<file path="config.mk">
export PLATFORM = sky130hd
export DESIGN_NAME = audio_stim_gen
export DESIGN_NICKNAME = d
export VERILOG_FILES = /design/src/rtl/audio_stim_pkg.sv /design/src/rtl/stim_timer.sv /design/src/rtl/tone_stepper.sv /design/src/rtl/click_gen.sv /design/src/rtl/audio_stim_gen.sv
export SDC_FILE = /design/constraint.sdc
export NUM_CORES = 1
export LEC_CHECK = 0
export BUFFER_PORTS_ARGS = -buffer_cell sky130_fd_sc_hd__buf_2
export CAP_MARGIN = 40
export CORE_UTILIZATION = 30
export CTS_CLUSTER_SIZE = 28
export DETAILED_ROUTE_END_ITERATION = 7
export PLACE_DENSITY_LB_ADDON = 0.3
export SETUP_SLACK_MARGIN = 0.2
export SYNTH_ARGS = -nofsm -noshare
export SYNTH_HDL_FRONTEND = slang
export SYNTH_SLANG_ARGS = --single-unit
</file>
<file path="constraint.sdc">
create_clock -name clk -period 3.4 [get_ports clk]
set_input_delay 0 -clock clk [delete_from_list [all_inputs] [get_ports clk]]
set_output_delay 0 -clock clk [all_outputs]
set_load 0.05 [all_outputs]
</file>
<file path="src/rtl/audio_stim_pkg.sv">
// Shared definitions for the audio stimulus generator.
// Assumes the table length is even; the table is half a period plus its negation.
package audio_stim_pkg;

    typedef enum logic {
        MODE_TONE  = 1'b0,
        MODE_CLICK = 1'b1
    } stim_mode_e;

    // Integer sine approximation for entry idx of a len-entry period, scaled by amp.
    // Uses a rational half-wave fit that is exact at 0, 90 and 180 degrees.
    function automatic longint sine_entry(input int idx, input int len, input longint amp);
        int     half;
        int     k;
        longint p;
        longint v;
        half = len / 2;
        k    = (idx < half) ? idx : idx - half;
        p    = longint'(k * (half - k));
        v    = (amp * 64'sd16 * p) / (longint'(5 * half * half) - 64'sd4 * p);
        return (idx < half) ? v : -v;
    endfunction

endpackage

</file>
<file path="src/rtl/stim_timer.sv">
// Run timer: holds busy for RUN_SECS periods of SEC_CYC clocks and reports
// whether the current period is odd-numbered (the silent half of a click).
// Assumes launch is only asserted while idle; halt wins over expiry.
module stim_timer #(
    parameter int SEC_CYC  = 125_000_000,
    parameter int RUN_SECS = 10
) (
    input  logic clk,
    input  logic rst_n,
    input  logic launch,
    input  logic halt,
    output logic busy,
    output logic silent
);
    localparam int SEC_W = $clog2(SEC_CYC + 1);
    localparam int NUM_W = $clog2(RUN_SECS + 1);

    logic [SEC_W-1:0] sec_cnt;
    logic [NUM_W-1:0] sec_num;

    // Count clocks within a period and periods within a run.
    always_ff @(posedge clk) begin
        if (!rst_n) begin
            busy    <= 1'b0;
            sec_cnt <= '0;
            sec_num <= '0;
        end else if (!busy) begin
            if (launch) begin
                busy    <= 1'b1;
                sec_cnt <= '0;
                sec_num <= '0;
            end
        end else if (halt) begin
            busy <= 1'b0;
        end else if (sec_cnt == SEC_W'(SEC_CYC - 1)) begin
            sec_cnt <= '0;
            if (sec_num == NUM_W'(RUN_SECS - 1)) begin
                busy <= 1'b0;
            end else begin
                sec_num <= sec_num + 1'b1;
            end
        end else begin
            sec_cnt <= sec_cnt + 1'b1;
        end
    end

    assign silent = sec_num[0];
endmodule

</file>
<file path="src/rtl/tone_stepper.sv">
// Sine-table walker: repeats each table entry for the captured interval of
// emitted samples, then moves to the next entry, wrapping at the table end.
// Assumes adv is only asserted while a run is active.
module tone_stepper
    import audio_stim_pkg::*;
#(
    parameter int     TABLE_LEN = 48,
    parameter int     IVL_W     = 16,
    parameter int     SMP_W     = 32,
    parameter longint TONE_AMP  = 64'd2147483647
) (
    input  logic                    clk,
    input  logic                    rst_n,
    input  logic                    launch,
    input  logic [IVL_W-1:0]        ivl_in,
    input  logic                    adv,
    output logic signed [SMP_W-1:0] tone_smp
);
    localparam int ADDR_W = $clog2(TABLE_LEN);

    logic signed [SMP_W-1:0] rom [TABLE_LEN];
    logic [ADDR_W-1:0]       addr;
    logic [IVL_W-1:0]        step;
    logic [IVL_W-1:0]        ivl_q;

    // Fill the table from the package formula, one entry per generate branch.
    for (genvar g = 0; g < TABLE_LEN; g++) begin : g_rom
        assign rom[g] = SMP_W'(sine_entry(g, TABLE_LEN, TONE_AMP));
    end

    // Capture the interval at launch; advance the table address per interval.
    always_ff @(posedge clk) begin
        if (!rst_n) begin
            addr  <= '0;
            step  <= '0;
            ivl_q <= IVL_W'(1);
        end else if (launch) begin
            addr  <= '0;
            step  <= '0;
            ivl_q <= (ivl_in == '0) ? IVL_W'(1) : ivl_in;
        end else if (adv) begin
            if (step == ivl_q - IVL_W'(1)) begin
                step <= '0;
                addr <= (addr == ADDR_W'(TABLE_LEN - 1)) ? '0 : addr + 1'b1;
            end else begin
                step <= step + 1'b1;
            end
        end
    end

    assign tone_smp = rom[addr];
endmodule

</file>
<file path="src/rtl/click_gen.sv">
// Click source: square wave between +CLICK_AMP and -CLICK_AMP, flipping every
// CLICK_HALF emitted samples, and forced to zero in the silent period.
// Assumes silent comes from the run timer and adv only occurs during a run.
module click_gen #(
    parameter int     CLICK_HALF = 24,
    parameter int     SMP_W      = 32,
    parameter longint CLICK_AMP  = 64'd1073741824
) (
    input  logic                    clk,
    input  logic                    rst_n,
    input  logic                    launch,
    input  logic                    adv,
    input  logic                    silent,
    output logic signed [SMP_W-1:0] click_smp
);
    localparam int HALF_W = $clog2(CLICK_HALF + 1);
    localparam logic signed [SMP_W-1:0] POS = SMP_W'(CLICK_AMP);
    localparam logic signed [SMP_W-1:0] NEG = -POS;

    logic [HALF_W-1:0] cnt;
    logic              pol;

    // Count emitted samples and flip polarity each half cycle.
    always_ff @(posedge clk) begin
        if (!rst_n || launch) begin
            cnt <= '0;
            pol <= 1'b0;
        end else if (adv) begin
            if (cnt == HALF_W'(CLICK_HALF - 1)) begin
                cnt <= '0;
                pol <= ~pol;
            end else begin
                cnt <= cnt + 1'b1;
            end
        end
    end

    assign click_smp = silent ? '0 : (pol ? NEG : POS);
endmodule

</file>
<file path="src/rtl/audio_stim_gen.sv">
// Audio stimulus generator top: gates start and abort, captures the mode,
// and registers one sample with a valid pulse for each strobe during a run.
// Assumes smp_tick is a single-cycle strobe synchronous to clk.
module audio_stim_gen
    import audio_stim_pkg::*;
#(
    parameter int     SMP_W      = 32,
    parameter int     IVL_W      = 16,
    parameter int     TABLE_LEN  = 48,
    parameter int     SEC_CYC    = 125_000_000,
    parameter int     RUN_SECS   = 10,
    parameter int     CLICK_HALF = 24,
    parameter longint TONE_AMP   = 64'd2147483647,
    parameter longint CLICK_AMP  = 64'd1073741824
) (
    input  logic                    clk,
    input  logic                    rst_n,
    input  logic                    smp_tick,
    input  logic                    mode_sel,
    input  logic [IVL_W-1:0]        tone_ivl,
    input  logic                    start,
    input  logic                    abort,
    output logic signed [SMP_W-1:0] sample_out,
    output logic                    sample_vld,
    output logic                    busy
);
    logic                    launch;
    logic                    adv;
    logic                    silent;
    stim_mode_e              mode_q;
    logic signed [SMP_W-1:0] tone_smp;
    logic signed [SMP_W-1:0] click_smp;

    assign launch = !busy && start && !abort;
    assign adv    = busy && smp_tick && !abort;

    stim_timer #(.SEC_CYC(SEC_CYC), .RUN_SECS(RUN_SECS)) u_timer (
        .clk(clk), .rst_n(rst_n), .launch(launch), .halt(abort),
        .busy(busy), .silent(silent)
    );

    tone_stepper #(.TABLE_LEN(TABLE_LEN), .IVL_W(IVL_W), .SMP_W(SMP_W),
                   .TONE_AMP(TONE_AMP)) u_tone (
        .clk(clk), .rst_n(rst_n), .launch(launch), .ivl_in(tone_ivl),
        .adv(adv), .tone_smp(tone_smp)
    );

    click_gen #(.CLICK_HALF(CLICK_HALF), .SMP_W(SMP_W),
                .CLICK_AMP(CLICK_AMP)) u_click (
        .clk(clk), .rst_n(rst_n), .launch(launch), .adv(adv),
        .silent(silent), .click_smp(click_smp)
    );

    // Capture the stimulus mode at launch.
    always_ff @(posedge clk) begin
        if (!rst_n) begin
            mode_q <= MODE_TONE;
        end else if (launch) begin
            mode_q <= stim_mode_e'(mode_sel);
        end
    end

    // Register the selected sample on each accepted strobe, zero otherwise.
    always_ff @(posedge clk) begin
        if (!rst_n || !adv) begin
            sample_vld <= 1'b0;
            sample_out <= '0;
        end else begin
            sample_vld <= 1'b1;
            sample_out <= (mode_q == MODE_CLICK) ? click_smp : tone_smp;
        end
    end
endmodule

</file>
* Yosys cells after proc, flatten, opt, wreduce, memory -nomap -nowiden *
Memory sizes are Yosys's and may differ from the RTL's.
Index checks and enable logic that the tools add are counted.

storage, ports and cells
  logic and storage cells = 71
  output and inout bits = 34
  register bits = 110
  bits in read-only memories = 2,048
  memories kept = 1
  bits of input ports = 22

operators by class
  magnitude comparators = 1
  mux-type cells = 24
  bitwise gates (word level) = 3
  equality and inequality tests = 8
  reduce and logical (&&, ||, !) cells = 17
  add/sub/neg operators = 6

memory list
  name              depth  width  read ports  clocked after Yosys merged registers in  write ports  RTL line            text
  (name not given)  64     32     1           0                                        0            tone_stepper.sv:51  assign tone_smp = rom[addr];

operator list
  kind                   number
  $mux 32                5
  $mux 27                4
  $mux 16                2
  $add 27x1->27 const B  1
  $eq 27x27->1 const B   1
  $mux 4                 5
  $add 16x1->16 const B  1
  $eq 16x16->1           1
  $logic_not 16->1       1
  $sub 16x1->16 const B  1
  $ge 7x7->1 const B     1
  $not 6->7              1
  $add 6x1->6 const B    1
  $eq 6x6->1 const B     1
  $mux 1                 6
  $mux 6                 1
  $ne 2x2->1 const B     3
  $reduce_and 2->1       3
  $add 5x1->5 const B    1
  $eq 5x5->1 const B     1
  $mux 5                 1
  $add 4x1->4 const B    1
  $eq 4x4->1 const B     1
  $logic_and 1x1->1      4
  other kinds (6)        11

* Depth between registers and ports, before layout *
  depth after elaboration = 5
  mapped depth = 12
  depth with buffers taken out = 9

* By module *
A second synthesis with hierarchy kept.

unflattened totals
  cell total of the unflattened synthesis = 1,000
  area total of the unflattened synthesis = 7,862.5 um2

modules (own cells, without submodules)
  module          sequential area each (um2)  area each (um2)  cells each  times used
  tone_stepper    760.7                       4,453.0          637         1
  stim_timer      640.6                       1,670.4          190         1
  audio_stim_gen  680.7                       1,237.4          113         1
  click_gen       120.1                       501.7            60          1

* Worst setup path after synthesis *
Ideal clock, no wire load.

  path type = register -> register
  start = register u_tone.ivl_q[0]
  end = register u_tone.addr[3]
  path slack = 0.502 ns
  arrival time = 2.827 ns
  library setup time = 0.071 ns
  data required time = 3.329 ns
  clock period less this slack = 2.898 ns
  cell stages (with the launch flop) = 10
  buffers on the path = 2
  cells stage by stage = dfxtp_1 buf_6 or4_4 or2_4 or4b_1 a211oi_2 nand4b_1 buf_2 or4_1 a21oi_1

on the way
  word-level cells in the longest chain between the ends = 3

RTL lines
  element                     RTL line            text
  start: declaration          tone_stepper.sv:24  logic [IVL_W-1:0] ivl_q;
  start signal: assignment    tone_stepper.sv:40  ivl_q <= (ivl_in == '0) ? IVL_W'(1) : ivl_in;
  $sub 16x1->16               tone_stepper.sv:42  if (step == ivl_q - IVL_W'(1)) begin
  $eq 16x16->1                tone_stepper.sv:42
  $reduce_and 2->1 (no line)  --
  end signal: assignment      tone_stepper.sv:44  addr <= (addr == ADDR_W'(TABLE_LEN - 1)) ? '0 : addr + 1'b1;
  end: declaration            tone_stepper.sv:22  logic [ADDR_W-1:0] addr;

No other way between the ends.
A chain may end at the register's enable or synchronous reset.

* Final worst setup path *
  start = register u_tone.ivl_q[0]
  end = register u_tone.addr[0]

Same word-level chain as after synthesis.

==> flow_metrics.env <==
export IMPL_post_dp_cell_area_mm2=0.00726
export IMPL_synth_area_mux_share_pct=0.148
export IMPL_synth_enable_flop_cells=0
export IMPL_cts_setup_buffers=0
export IMPL_whs_ns=0.0391
export IMPL_fin_crit_sh_pct=88.4
export IMPL_synth_area_top_cells="dfxtp_1, nand2_1, nor2_1"
export IMPL_vdd_drop_max_mv=0.191
export IMPL_gr_usage_all_layers_pct=17.7
export IMPL_place_congestion=0.937
export IMPL_hold_violations=0
export IMPL_arrival_ns=3.31
export IMPL_grt_overflow_total=0
export IMPL_rsz0062_at_grt="false"
export IMPL_antenna_found_initial=0
export IMPL_worst_setup_path_type="flip-flop to flip-flop"
export IMPL_critPathMaxStageDelay_ns=0.57
export IMPL_finalMaxSlewViolations=0
export IMPL_diodes=0
export IMPL_grt_max_degree=74
export IMPL_synth_ff_type="dfxtp_1"
export IMPL_yosys_area_share_simple_pct=27.6
export IMPL_io_buffers=55
export IMPL_synthArstFlopShare_pct=0
export IMPL_synth_xor_area_share_pct=8.04
export IMPL_cts_root_buffer="clkbuf_16"
export IMPL_startpoint_type="flip-flop"
export IMPL_critPathMaxFanout=13
export IMPL_fp_dieArea_mm2=0.0231
export IMPL_stdcell_area_mm2=0.00776
export IMPL_drtIter0Drc=501
export IMPL_worst_pin_slew_ns=0.701
export IMPL_cp_end_kind="flip-flop"
export IMPL_clock_latency_ns=0.36
export IMPL_max_cap_violations=0
export IMPL_status="complete, but fails checks"
export IMPL_via_per_inst=5.52
export IMPL_cts_tree="built"
export IMPL_grt_pass1_wl_um=33300
export IMPL_finalPower_mw=2.63
export IMPL_die_y_um=152
export IMPL_slew_headroom_pct=53.2
export IMPL_area_delta_synth_final_pct=14.8
export IMPL_yosys_area_share_adder_pct=3.33
export IMPL_path_cells="or4_4 -> or2_4 -> or4b_1 -> a211oi_2 -> nand4b_1 -> buf_4 -> or4_1 -> a21oi_1"
export IMPL_htreeDepth=3
export IMPL_violations="design-rule violations"
export IMPL_setup_viol=0
export IMPL_syn_nets=953
export IMPL_cpMaxStageDelayCell="or4_4"
export IMPL_p_leak_nw=2.73
export IMPL_clk_pin_slew_worst_paths_ns=0.08
export IMPL_fin_ws_ns=0.395
export IMPL_drc=12
export IMPL_core_mm2=0.0220
export IMPL_clk_path_buf_depth=2
export IMPL_dr_pass1_iters=7
export IMPL_synth_area_mm2=0.00676
export IMPL_ios=56
export IMPL_yosysTopAreaCell="dfxtp_1"
export IMPL_power_density_mw_per_mm2=339
export IMPL_die_x_um=152
export IMPL_yosys_area_top_type_share_pct=32.6
export IMPL_yosysWarnings=0
export IMPL_cts_made_buffers=9
export IMPL_hold_depth=2
export IMPL_wire_per_inst_um=16.6
export IMPL_timing_fmax_mhz=333
export IMPL_postSynthAreaPerCell_um2=7.40
export IMPL_period_needed_ns=3.00
export IMPL_crit_required_ns=3.70
export IMPL_final_setup_tns_ns=0
export IMPL_hold_class="primary input to flip-flop"
export IMPL_synth_compound_area_share_pct=23.4
export IMPL_cts_sinks=110
export IMPL_postRouteAntennaNets=0
export IMPL_num_vias=6806
export IMPL_synth_top_family_by_area="simple AND/OR/NAND/NOR gates"
export IMPL_synth_distinct_cells=69
export IMPL_fin_nets=987
export IMPL_seq_area_frac_synth_pct=32.6
export IMPL_ys_ff_latch=110
export IMPL_dp_hpwl_um=13900
export IMPL_synth_cells=913
export IMPL_start_util_pct=30.8
export IMPL_fin_skew_ns=0.0114
export IMPL_routed_wl_um=20400
export IMPL_reg2reg_depth=8
export IMPL_grt_pass1_vias=6417
export IMPL_drive_gt1_share_pct=11.0
export IMPL_place_ws_ns=0.383
export IMPL_core_rowCount=54
-- metrics by stage --
step	utilization [%]	cells
global route	35.3	1232
finish	35.3	1232
global placement	32.9	1196
detailed placement	33.1	1198
CTS	35.3	1232
floorplan	-	913
-- cells in the final DEF (no fill, tap or decap), types with 7 or more instances in the layout --
cell           count
or3_1              9
nand2_1          129
nor2b_1            9
o211ai_1          14
a211oi_1          20
buf_2             55
nor2_1           115
nand4_1           11
o31ai_1            9
dfxtp_1          108
clkbuf_16          9
and3_1            11
nor3_1            20
o21ai_0           56
ha_1              18
a21boi_0          22
a311oi_1           9
dlygate4sd3_1     18
o311ai_0           7
nand3_1           34
inv_1             17
buf_4             15
nand2b_1           7
xnor2_1           25
a21oi_1           64
a221oi_1           7
nor4_1            12
xor2_1            37
-- synth_stat cells (4+ instances only) --
cell type,number
nor2_1,115
and2_1,4
nand4_1,11
nand2b_1,7
a311oi_1,9
inv_1,17
and3_1,11
ha_1,18
a21oi_1,64
nor2b_1,9
o21ai_0,56
or3_1,9
a21o_1,5
or4_1,6
o31ai_1,9
nor4_1,12
xor2_1,37
clkbuf_1,54
a221oi_1,7
a21boi_0,22
xnor2_1,25
nor3b_1,4
dfxtp_1,110
nand3_1,34
a31oi_1,4
o311ai_0,7
o211ai_1,14
nor3_1,20
nand2_1,129
buf_1,9
a211oi_1,20
nand4b_1,4
-- metal layers --
| metal | routed length (um) | part of all wire [%] | track usage (%) | vias to the layer above |
|---|---|---|---|---|
| li1 | - | - | - | 3316 |
| met1 | 9040 | 44 | 23.1 | 3144 |
| met2 | 9240 | 45 | 28.4 | 290 |
| met3 | 1420 | 6.9 | 3.42 | 56 |
| met4 | 731 | 3.6 | 7.92 | 0 |
| met5 | 0 | 0 | 0 | - |
-- logic make-up (layout without fill, tap and decap cells) --
logic type               after synthesis  after routing
adder cells (fa/ha/maj)               18             18
buffers and inverters                 84            123
multiplexers                           1              1
AO/OA/AOI/OAI                        243            243
AND/OR/NAND/NOR                      395            395
flip-flops                           110            110
XOR/XNOR                              62             62
-- state kept, by name (all words and copies together), names as in the netlist --
register         flops
sample_out          32
u_timer.sec_cnt     27
u_tone.ivl_q        16
u_tone.step         16
u_tone.addr          6
u_click.cnt          5
u_timer.sec_num      4
mode_q               1
sample_vld           1
u_click.pol          1
u_timer.busy         1
-- report_power, final --
part / total (mW) / internal (mW) / switching, mW
combinational: 0.202 / 0.0890 / 0.113
clock: 1.11 / 0.547 / 0.564
sequential: 1.32 / 1.30 / 0.0193
total: 2.63 / 1.94 / 0.697
-- worst max-delay path: cells and delay by family (launching register included) --
kind | cells | cell delay [ns]
AO/OA/AOI/OAI | 2 | 0.40
buffers and inverters | 1 | 0.20
AND/OR/NAND/NOR | 5 | 1.96
flip-flops | 1 | 0.38
-- cell type report --
| cell class | instances | area (um2) |
|---|---|---|
| well taps | 280 | 350 |
| multi-input cells | 719 | 4230 |
| flip-flops and latches | 110 | 2200 |
| clock buffers | 10 | 239 |
| repair buffers | 90 | 598 |
| fillers | 2305 | 14200 |
| inverters | 17 | 63.8 |
| clock inverters | 6 | 72.6 |
-- worst paths after layout --
kind                    from              end  slack [ns]
min                    rst_n  u_tone.ivl_q[0]        0.04
max          u_tone.ivl_q[0]   u_tone.addr[0]        0.40
max reg2reg  u_tone.ivl_q[0]   u_tone.addr[0]        0.40
min reg2reg   u_click.cnt[1]   u_click.cnt[1]        0.48
-- what timing repair did --
action / in CTS / in global routing
endpoints found under the hold margin: 18 / 0
hold buffers: 18 / 0
gates resized for setup: 0 / 1
endpoints found under the setup margin: 0 / 3
Note: power is estimated with default switching activity, not from simulation.
